### src/rtl/booth_mul_pkg.sv
package booth_mul_pkg;

   typedef enum logic [1:0] {
      BOP_NONE = 2'd0,
      BOP_ADD  = 2'd1,
      BOP_SUB  = 2'd2
   } booth_op_e;

endpackage

### src/rtl/booth_recode.sv
module booth_recode
   import booth_mul_pkg::*;
(
   input  logic      cur_bit,
   input  logic      right_bit,
   output booth_op_e op
);

   // A falling edge into a run of ones subtracts; leaving the run adds.
   always_comb begin
      unique case ({cur_bit, right_bit})
         2'b10:   op = BOP_SUB;
         2'b01:   op = BOP_ADD;
         default: op = BOP_NONE;
      endcase
   end

endmodule

### src/rtl/booth_addsub.sv
module booth_addsub
   import booth_mul_pkg::*;
#(
   parameter int W     = 9,
   parameter int STYLE = 0
) (
   input  logic [W-1:0] acc,
   input  logic [W-1:0] addend,
   input  booth_op_e    op,
   output logic [W-1:0] sum
);

   generate
      if (STYLE == 0) begin : g_direct
         always_comb begin
            unique case (op)
               BOP_ADD: sum = acc + addend;
               BOP_SUB: sum = acc - addend;
               default: sum = acc;
            endcase
         end
      end else begin : g_single_adder
         logic [W-1:0] opnd;
         logic         cin;
         always_comb begin
            unique case (op)
               BOP_ADD: begin opnd = addend;    cin = 1'b0; end
               BOP_SUB: begin opnd = ~addend;   cin = 1'b1; end
               default: begin opnd = '0;        cin = 1'b0; end
            endcase
            sum = acc + opnd + {{(W-1){1'b0}}, cin};
         end
      end
   endgenerate

endmodule

### src/rtl/booth_seq_ctrl.sv
module booth_seq_ctrl #(
   parameter int ITER  = 8,
   parameter int CNT_W = 3
) (
   input  logic clk,
   input  logic rst_n,
   input  logic start,
   output logic load,
   output logic step,
   output logic busy,
   output logic done
);

   localparam logic [CNT_W-1:0] LAST = CNT_W'(ITER - 1);

   logic [CNT_W-1:0] cnt_q;
   logic             busy_q;
   logic             done_q;

   always_ff @(posedge clk) begin
      if (!rst_n) begin
         cnt_q  <= '0;
         busy_q <= 1'b0;
         done_q <= 1'b0;
      end else begin
         done_q <= 1'b0;
         if (busy_q) begin
            if (cnt_q == LAST) begin
               busy_q <= 1'b0;
               done_q <= 1'b1;
               cnt_q  <= '0;
            end else begin
               cnt_q <= cnt_q + 1'b1;
            end
         end else if (start) begin
            busy_q <= 1'b1;
            cnt_q  <= '0;
         end
      end
   end

   assign load = start && !busy_q;
   assign step = busy_q;
   assign busy = busy_q;
   assign done = done_q;

endmodule

### src/rtl/booth_seq_mul.sv
module booth_seq_mul
   import booth_mul_pkg::*;
#(
   parameter int OPW       = 8,
   parameter int ADD_STYLE = 0
) (
   input  logic           clk,
   input  logic           rst_n,
   input  logic           start_i,
   input  logic [OPW-1:0] mcand_i,
   input  logic [OPW-1:0] mplier_i,
   output logic           busy_o,
   output logic           done_o,
   output logic [OPW-1:0] prod_hi_o,
   output logic [OPW-1:0] prod_lo_o
);

   localparam int ACC_W = OPW + 1;
   localparam int CNT_W = (OPW > 2) ? $clog2(OPW) : 1;

   generate
      if (OPW < 2) begin : g_bad_width
         $error("booth_seq_mul: OPW must be at least 2");
      end
      if (ADD_STYLE != 0 && ADD_STYLE != 1) begin : g_bad_style
         $error("booth_seq_mul: ADD_STYLE must be 0 or 1");
      end
   endgenerate

   logic [ACC_W-1:0] acc_q;
   logic [OPW-1:0]   low_q;
   logic             guard_q;
   logic [OPW-1:0]   mcand_q;

   logic             load;
   logic             step;
   booth_op_e        op;
   logic [ACC_W-1:0] sum;

   booth_seq_ctrl #(
      .ITER  (OPW),
      .CNT_W (CNT_W)
   ) u_ctrl (
      .clk   (clk),
      .rst_n (rst_n),
      .start (start_i),
      .load  (load),
      .step  (step),
      .busy  (busy_o),
      .done  (done_o)
   );

   booth_recode u_recode (
      .cur_bit   (low_q[0]),
      .right_bit (guard_q),
      .op        (op)
   );

   booth_addsub #(
      .W     (ACC_W),
      .STYLE (ADD_STYLE)
   ) u_addsub (
      .acc    (acc_q),
      .addend ({mcand_q[OPW-1], mcand_q}),
      .op     (op),
      .sum    (sum)
   );

   // Combined register {acc, low, guard}, shifted right with the sign kept.
   always_ff @(posedge clk) begin
      if (!rst_n) begin
         acc_q   <= '0;
         low_q   <= '0;
         guard_q <= 1'b0;
         mcand_q <= '0;
      end else if (load) begin
         acc_q   <= '0;
         low_q   <= mplier_i;
         guard_q <= 1'b0;
         mcand_q <= mcand_i;
      end else if (step) begin
         acc_q   <= {sum[ACC_W-1], sum[ACC_W-1:1]};
         low_q   <= {sum[0], low_q[OPW-1:1]};
         guard_q <= low_q[0];
      end
   end

   assign prod_hi_o = acc_q[OPW-1:0];
   assign prod_lo_o = low_q;

endmodule

### config.mk
export PLATFORM = sky130hd
export DESIGN_NAME = booth_seq_mul
export DESIGN_NICKNAME = d
export VERILOG_FILES = /design/src/rtl/booth_mul_pkg.sv /design/src/rtl/booth_recode.sv /design/src/rtl/booth_addsub.sv /design/src/rtl/booth_seq_ctrl.sv /design/src/rtl/booth_seq_mul.sv
export SDC_FILE = /design/constraint.sdc
export NUM_CORES = 1
export LEC_CHECK = 0
export BUFFER_PORTS_ARGS = -buffer_cell sky130_fd_sc_hd__buf_2
export CORE_MARGIN = 5
export CORE_UTILIZATION = 45
export DETAILED_ROUTE_END_ITERATION = 7
export PLACE_DENSITY_LB_ADDON = 0.15
export REMOVE_ABC_BUFFERS = 1
export SYNTH_ARGS = -nofsm -noshare
export SYNTH_HDL_FRONTEND = slang
export SYNTH_HIERARCHICAL = 1
export SYNTH_SLANG_ARGS = --single-unit
export TNS_END_PERCENT = 100
### constraint.sdc
create_clock -name clk -period 2.8 [get_ports clk]
set_clock_uncertainty 0.2 [all_clocks]
set_input_delay 0 -clock clk [delete_from_list [all_inputs] [get_ports clk]]
set_output_delay 0 -clock clk [all_outputs]
set_load 0.01 [all_outputs]
Word-level counts from Yosys, hierarchy flattened

Index checks and enable logic that the tools add are counted.
Widths: inputs -> output; s select.

$add $sub $neg: 3
Multiply operators: 0
Divide/modulo/power cells: 0
$lt $le $gt $ge: 0
Equality and inequality tests: 5
Shift operators: 0
Multiplexer cells: 11
Bitwise operators: 1
Reduce and logical (&&, ||, !) cells: 6

Operator list:

| kind                | count |
|---|---|
| $pmux 9 s2          | 1 |
| $mux 8              | 2 |
| $add 8x8->9         | 1 |
| $mux 3              | 3 |
| $sub 8x8->9         | 1 |
| $eq 2x1->1 const B  | 2 |
| $eq 2x2->1 const B  | 2 |
| $mux 1              | 4 |
| $pmux 2 s2          | 1 |
| $reduce_bool 2->1   | 2 |
| $add 3x1->3 const B | 1 |
| $eq 3x3->1 const B  | 1 |
| $reduce_and 2->1    | 1 |
| $reduce_or 2->1     | 1 |
| $logic_and 1x1->1   | 1 |
| $logic_not 1->1     | 1 |
| $not 1->1           | 1 |

Register bits: 30
Bits in latches: 0
RAM bits: 0
Memory bits (read-only): 0
Bits of input ports: 19
Output and inout bits: 18
Logic and storage cells: 33
Memories kept: 0

Depth between registers and ports, before layout

Gate-level depths: netlist (run 1).

Word-level depth: 6
Gate-level depth with buffers: 14

Cells and area by module

The synthesis (run 1) kept the hierarchy.

By module, submodules not included:

| module         | times used | cells each | area an instance (µm²) | seq. area each (µm²) |
|---|---|---|---|---|
| booth_seq_mul  | 1          | 90         | 1033.5                 | 500.5 |
| booth_addsub   | 1          | 93         | 666.9                  | 0.0 |
| booth_seq_ctrl | 1          | 21         | 236.5                  | 100.1 |
| booth_recode   | 1          | 2          | 15.0                   | 0.0 |

Least setup slack after synthesis (run 1)

No wires, ideal clock.

Path type: register to register
From: reg low_q[0] (netlist: prod_lo_o[0])
To: reg acc_q[7] (netlist name)
Setup time: 0.126 ns
Data arrival time: 2.612 ns
Required time: 2.474 ns
Slack: -0.138 ns
Stages on the path, launching flop included: 14
Buffers on the path: 1
Period minus slack after synthesis: 2.938 ns
Path through: dfxtp_1 -> and2b_2 -> inv_1 -> ha_1 -> clkbuf_1 -> mux2i_1 -> fa_1 -> a211oi_2 -> o21ai_0 -> and4_1 -> nor3_2 -> xor2_1 -> mux2i_1 -> nor2_1

Longest elaborated chain between the ends: 4

Ends and longest elaborated chain:

| what                                            | RTL line            | source |
|---|---|---|
| from (decl)                                     | booth_seq_mul.sv:31 | `logic [OPW-1:0] low_q;` |
| from (signal assigned)                          | booth_seq_mul.sv:78 | `low_q <= mplier_i;` |
| from (signal assigned)                          | booth_seq_mul.sv:83 | `low_q <= {sum[0], low_q[OPW-1:1]};` |
| $eq 2x1->1 / $eq 2x2->1 (equally long branches) | booth_recode.sv:11  | `unique case ({cur_bit, right_bit})` |
| $pmux 2 s2 *                                    | booth_recode.sv:11  |  |
| via op[0]                                       | booth_seq_mul.sv:37 | `booth_op_e op;` |
| $eq 2x2->1 / $eq 2x1->1 (equally long branches) | booth_addsub.sv:16  | `unique case (op)` |
| $pmux 9 s2 *                                    | booth_addsub.sv:16  |  |
| via sum[8]                                      | booth_seq_mul.sv:38 | `logic [ACC_W-1:0] sum;` |

The timed path passes the listed nets; every way through them passes the cells marked *.
A chain may end at the register's enable or synchronous reset.

Final worst setup path (run 1)

From: reg low_q[0] (netlist: prod_lo_o[0])
To: reg acc_q[7] (netlist name)

Longest elaborated chain between the ends: 4

Ends and longest elaborated chain:

| what                                            | RTL line |
|---|---|
| $eq 2x1->1 / $eq 2x2->1 (equally long branches) | booth_recode.sv:11 |
| $pmux 2 s2 *                                    | booth_recode.sv:11 |
| via op[0]                                       | booth_seq_mul.sv:37 |
| $eq 2x2->1 / $eq 2x1->1 (equally long branches) | booth_addsub.sv:16 |
| $pmux 9 s2 *                                    | booth_addsub.sv:16 |
| via sum[8]                                      | booth_seq_mul.sv:38 |

Marked as above.

==> results.txt, run 1 <==
pre-CTS setup slack - -50.3 ps
hold_sp - rst_n
Most used DFF post-synth - dfxtp_1
Non-Filler Instances - 346
worst-margin pin slew - 486 ps
reg2reg end - acc_q[7]
Hold Crit Endpoint - u_ctrl/busy
crit path DAT - 2730 ps
Final setup violation count - 0
total gr overflow - 0
drt total wl - 4520 um
Tcrit/Tclk final - 0.969
H-tree Lvls - 2
worst hold path depth - 2
yosys warns - 6
RSZ-0062 raised after global routing - yes
Sink Count - 30
Area Growth Syn to Fin - 45.8%
worst skew pair latency - 270 ps
io pins - 37
clock buffer depth - 2
Post-synth ARST share - 0
Total Power - 1.35 mW
Final Max Slew Viols - 0
FF-to-FF setup slack - 90 ps
Final Hold Fails - 0
CP Class - register to register
Final ANT Viol Nets - 0
post-synthesis mux area share - 0.151
VDD IR max - 0.000342 V
first-pass detailed-route iteration total - 2
first-pass GRT wire length - 7270 um
worst path required time - 2810 ps
final core occ - 0.663
Final HPWL DP - 2880 um
Synth Area in Adders - 0.0936
pin count of the biggest net entering global routing - 26
DR iter-0 viols - 34
CTS root buf - clkbuf_8
largest family of logic cells by synthesized area - simple AND/OR/NAND/NOR gates
Worst Reg-to-Reg Cells - 14
Global Route Usage Sum - 0.163
Rel. slew slack - 0.675
outcome - finished, final reports clean
crit path max fanout - 6
CP Launch Type - register
Leakage - 1.35 nW
vias after detailed routing - 1,751
syn_area_per_cell - 9.48 um^2
Nets - 326
Seq/Total Area, Yosys - 0.308
Post-Synth Simple-Gate Area - 0.196
worst setup margin - 86.1 ps
residual DRC count - 0
Max Clk Rate - 0.368 GHz
CTS tree - yes
MaxCap Viol Count - 0
die width - 75.9 um
Critical Path End Type - register
XOR/XNOR share of the synthesized area - 0.0449
Post-synth EDFFs - 0
Vias/cell - 5.06
Pwr Density - 473 nW/um^2
Initial Util - 0.455
std cell rows - 24
Die ar. - 5750 um^2
minimum clock period - 2710 ps
Cell variety after synth - 49
Antenna Diode Count - 0
Clock Pin Slew Worst Setup and Hold Paths - 60 ps
RePlAce Congestion - 0.870
post-route setup TNS - 0 ps
die height - 75.9 um
post-DR wirelength/cell - 13.1 um
cell area after synthesis - 1950 um^2
vias in the first global route - 1,714
Post-Syn Instances - 206
R2R Path Start - prod_lo_o[0]
post-synthesis compound-gate area fraction - 0.158
post-synthesis register bit count - 30
share of cells above drive strength 1 - 0.333
Worst Hold Class - input port to register
antenna violations before repair - 0
Core Region - 4290 um^2
CTS Buf Count - 5
Placed Cells - 299
number of buffers added on ports - 36
[worst max-delay path, stage by stage (launching register included)]
cell	delay [ps]
dfxtp_2	320
and2b_2	200
inv_2	40
ha_4	170
buf_6	140
a31oi_4	160
xnor2_2	110
ha_4	190
nor4_1	290
o21ai_1	140
and4_1	200
nor3_2	160
xor2_1	160
mux2i_1	90
nor2_1	80
[cells in the mapped netlist, drive strengths merged, types with 3 or more instances]
cell type | number | area (um^2)
o21ai | 8 | 40.0
buf | 7 | 57.6
mux2 | 9 | 105
ha | 13 | 163
mux2i | 19 | 190
o211a | 8 | 80.1
nand2 | 10 | 37.5
inv | 7 | 26.3
a21oi | 4 | 20.0
nor3 | 5 | 30.0
nor2 | 15 | 56.3
dfxtp | 30 | 601
nand2b | 11 | 68.8
nor2b | 12 | 75.1
clkbuf | 3 | 11.3
xor2 | 3 | 26.3
xnor2 | 7 | 61.3
[registers in the layout, indices dropped and copies added (netlist names)]
register,count
prod_lo_o,8
u_ctrl/busy,1
acc_q,8
guard_q,1
u_ctrl/cnt_q,3
mcand_q,8
u_ctrl/done,1
[report_power, final]
part	switching, mW	internal [mW]
clock	0.157	0.198
combinational	0.224	0.289
sequential	0.0261	0.451
[metrics by stage]
stage | hold slack (ps) | instance area, um^2
after floorplan | -71.8 | 1880
after global placement | 56.2 | 2240
after detailed placement | 66.9 | 2240
after CTS | 1.30 | 2690
after global routing | 28.5 | 2850
final | 4.19 | 2850
[logic make-up after synthesis]
family	after synthesis
AOI/OAI and AO/OA	41
xor gates and xnor gates	10
adders and majority gates	14
buffers and inverters	17
DFF	30
muxes	28
and+or+nand+nor	66
[cell type report]
cell class	instances	area, um^2
multi-input cells	159	1380
inverters	7	26.3
repair buffers	90	678
flip-flops and latches	30	602
well taps	52	65.1
clock inverters	1	5.00
clock buffers	7	86.3
fillers	366	1450
[how the worst max path moves through the flow]
stage,from,end,cells past startpoint
after CTS,prod_lo_o[0],acc_q[4],13
after global routing,prod_lo_o[0],acc_q[7],14
after detailed placement,prod_lo_o[0],acc_q[4],13
final,prod_lo_o[0],acc_q[7],14
after floorplan,prod_lo_o[0],acc_q[7],12
after global placement,prod_lo_o[0],acc_q[6],12
[what timing repair did]
item,4_1_cts,5_1_grt
hold endpoints to repair,18,0
hold buffers,34,0
resized for setup,6,25
buffers inserted,0,5
pin swaps,1,16
setup endpoints to repair,3,4
[metal layers]
layer  track usage  up-vias  wire (um)
li1              -      910          -
met1         0.189      808       2070
met2         0.286       29       2220
met3        0.0449        4        191
met4        0.0544        0         38
met5             0        -          0
[layout by cell type, fill, tap and decap left out, drive strengths merged, types with 2 or more instances in the layout]
cell         instances
a31o                 2
nor2                15
xor2                 3
nor4                 2
o21a                 2
a22oi                2
nand2b              11
ha                  13
mux2                 9
a31oi                2
o31ai                2
nor2b               12
buf                 56
a21oi                4
and2b                2
inv                  7
o211ai               2
nor3                 5
o21ai                8
and4bb               2
and3                 2
nand2               10
clkbuf               7
dlygate4sd3         34
xnor2                7
dfxtp               30
mux2i               19
a211oi               2
o21bai               2
o211a                8
(Power assumes the default switching activity.)
==> run 2: changes to the inputs <==
--- a/config.mk
+++ b/config.mk
@@ -9,7 +9,7 @@
 export CORE_MARGIN = 5
 export CORE_UTILIZATION = 45
 export DETAILED_ROUTE_END_ITERATION = 7
-export PLACE_DENSITY_LB_ADDON = 0.15
+export PLACE_DENSITY = 0.76
 export REMOVE_ABC_BUFFERS = 1
 export SYNTH_ARGS = -nofsm -noshare
 export SYNTH_HDL_FRONTEND = slang
==> run 2 against run 1 <==
The flow now finishes with violations (setup timing). Combinational power is 8.2% lower. Sequential share of layout area is 0.32 points higher. Sequential cell count stayed put. Setup slack worse by 140 ps. Core utilization is 0.99 points lower. Via count is 2.6% higher. Cell count is 2.0% lower. Maximum frequency is 4.8% lower. Routed wire length is 10% higher. Highest routed layer unchanged. Die area stayed put. Critical endpoint unchanged. Register-to-register slack worse by 140 ps.
==> results.txt, run 2 (same netlist as run 1, synthesis figures left out) <==
outcome - complete, but fails checks
violated checks - setup timing
CP Launch Type - register
drt total wl - 4990 um (+10%)
post-DR wirelength/cell - 14.7 um (+13%)
Flop pwr share - 0.314 (-0.040)
Worst Hold Class - register to register
Leakage - 1.33 nW (-0.99%)
slowest CP cell - ha_2
H-tree Lvls - 2 (unchanged)
DR iter-0 viols - 88 (+160%)
worst-margin pin slew - 541 ps (+54.7 ps)
WP buf/inv - 2 (unchanged)
worst path required time - 2830 ps (+20 ps)
Final setup violation count - 2 (+2)
max incr delay on CP - 350 ps (+30 ps)
Tcrit/Tclk final - 1.02 (+0.0484)
vias after detailed routing - 1,796 (+2.6%)
worst setup margin - -49.4 ps (-135 ps)
CP Class - register to register
Pwr Density - 538 nW/um^2 (+14%)
Reg area - 602 um^2 (unchanged)
RePlAce Congestion - 0.788 (-9.5%)
Final Hold Fails - 0 (unchanged)
multi-input logic area - 1340 um^2 (-3.2%)
MaxCap Viol Count - 0 (unchanged)
crit path DAT - 2880 ps (+150 ps)
Die ar. - 5750 um^2 (unchanged)
die width - 75.9 um (unchanged)
Vias/cell - 5.30 (+4.7%)
CTS tree - yes
Initial Util - 0.455 (unchanged)
Clock Pin Slew Worst Setup and Hold Paths - 80 ps (+20 ps)
crit path max fanout - 6 (unchanged)
CTS Buf Count - 5 (unchanged)
VDD IR max - 0.000313 V (-8.5%)
Final Max Slew Viols - 0 (unchanged)
die height - 75.9 um (unchanged)
clock buffer depth - 2 (unchanged)
RSZ-0062 raised after global routing - yes
Logic pwr share - 0.313 (-0.069)
Core Region - 4290 um^2 (unchanged)
Rel. slew slack - 0.639 (-0.0360)
first-pass detailed-route iteration total - 4 (+2)
Nets - 319 (-2.1%)
Global Route Usage Sum - 0.179 (+0.0163)
Final HPWL DP - 2980 um (+3.4%)
filler instances - 342 (-6.6%)
design area - 2800 um^2 (-1.5%)
total gr overflow - 0 (unchanged)
pin count of the biggest net entering global routing - 27 (+3.8%)
minimum clock period - 2850 ps (+135 ps)
hold_sp - acc_q[0]
residual DRC count - 0 (unchanged)
DP Area - 2220 um^2 (-1.0%)
antenna violations before repair - 0 (unchanged)
Area Growth Syn to Fin - 43.7%
Antenna Diode Count - 0 (unchanged)
Clk pwr share - 0.373 (+0.109)
Critical Path End Type - register
worst skew pair latency - 300 ps (+30 ps)
most frequent cells in the layout - buf_2, dlygate4sd3_1, dfxtp_1, mux2i_1, nor2_1
CP Launch Point - prod_lo_o[0]
CTS root buf - clkbuf_8
io pins - 37 (unchanged)
Sink Count - 30 (unchanged)
vias in the first global route - 1,723 (+0.53%)
internal power - 1.08 mW (+15%)
first-pass GRT wire length - 7720 um (+6.3%)
CP Cell Sequence - and2b_2, inv_2, ha_4, buf_6, a31oi_1, xnor2_1, ha_2, o21ai_1, o21bai_1, and4_1, nor3_2, xor2_1, mux2i_1, nor2_1
std cell rows - 24 (unchanged)
Max Clk Rate - 0.351 GHz (-4.8%)
Worst path top cell family by delay - simple AND/OR/NAND/NOR gates
Final ANT Viol Nets - 0 (unchanged)
WHS - 320 ps (+316 ps)
R2R Path Start - prod_lo_o[0]
switching share of total power - 0.284 (-0.0189)
share of cells above drive strength 1 - 0.307 (-0.0267)
number of buffers added on ports - 36 (unchanged)
leading cell type in the layout, fill and taps excluded - buf_2
Net Switching - 0.429 mW (+5.1%)
## run 2: changes by cell type in the layout (fill, tap and decap cells not counted), sizes merged
cell         before  now
buf              56   48
clkinv            1    0
bufinv            0    2
clkbuf            7    6
dlygate4sd3      34   35
## run 2: repair_timing
| action | 4_1_cts | 5_1_grt |
|---|---|---|
| gates resized for setup | 6 | 17 |
| hold buffers | 35 | 0 |
| endpoints found under the hold margin | 18 | 0 |
| setup endpoints to repair | 2 | 4 |
| pin swaps | 0 | 7 |
| buffers inserted | 0 | 0 |
## run 2: worst paths after layout
check,cells after the start,to,slack [ps]
max,14,acc_q[7],-50
min,2,acc_q[0],320
max reg2reg,14,acc_q[7],-50
min reg2reg,2,acc_q[0],320
## run 2: metrics by stage
step / cells / utilization / total power [mW] / setup WS (ps) / TNS (ps)
global placement: 296 / 0.517 / 0.845 / 25.9 / 0
floorplan: 196 / - / 0.744 / -49.4 / -50.3
global route: 339 / 0.653 / 1.58 / -162 / -307
CTS: 339 / 0.636 / 1.47 / 7.35 / 0
detailed placement: 296 / 0.517 / 0.854 / -51.6 / -103
finish: 339 / 0.653 / 1.51 / -49.4 / -66.1
## run 2: routing by layer
metal,global-route usage,share of wire
met1,0.197,0.42
met2,0.322,0.52
met3,0.0396,0.045
met4,0.0874,0.015
met5,0,0
## run 2: layout make-up
cell class | count | area share
multi-input cells | 159 | 0.478
repair buffers | 83 | 0.224
flip-flops and latches | 30 | 0.215
clock buffers | 6 | 0.0295
well taps | 52 | 0.0232
clock inverters | 2 | 0.0214
inverters | 7 | 0.00937
## run 2: power groups by stage
stage	clock network (mW)	logic (mW)	registers [mW]
2_1_floorplan	0	0.252	0.492
3_3_place_gp	0	0.364	0.480
3_5_place_dp	0	0.373	0.481
4_1_cts	0.574	0.427	0.472
5_1_grt	0.590	0.512	0.478
6_report	0.563	0.472	0.474
## run 2: worst min-delay path: stages, from the launching register on
cell and delay, ps:
dfxtp_1 340, mux2i_1 70, nor2_1 70
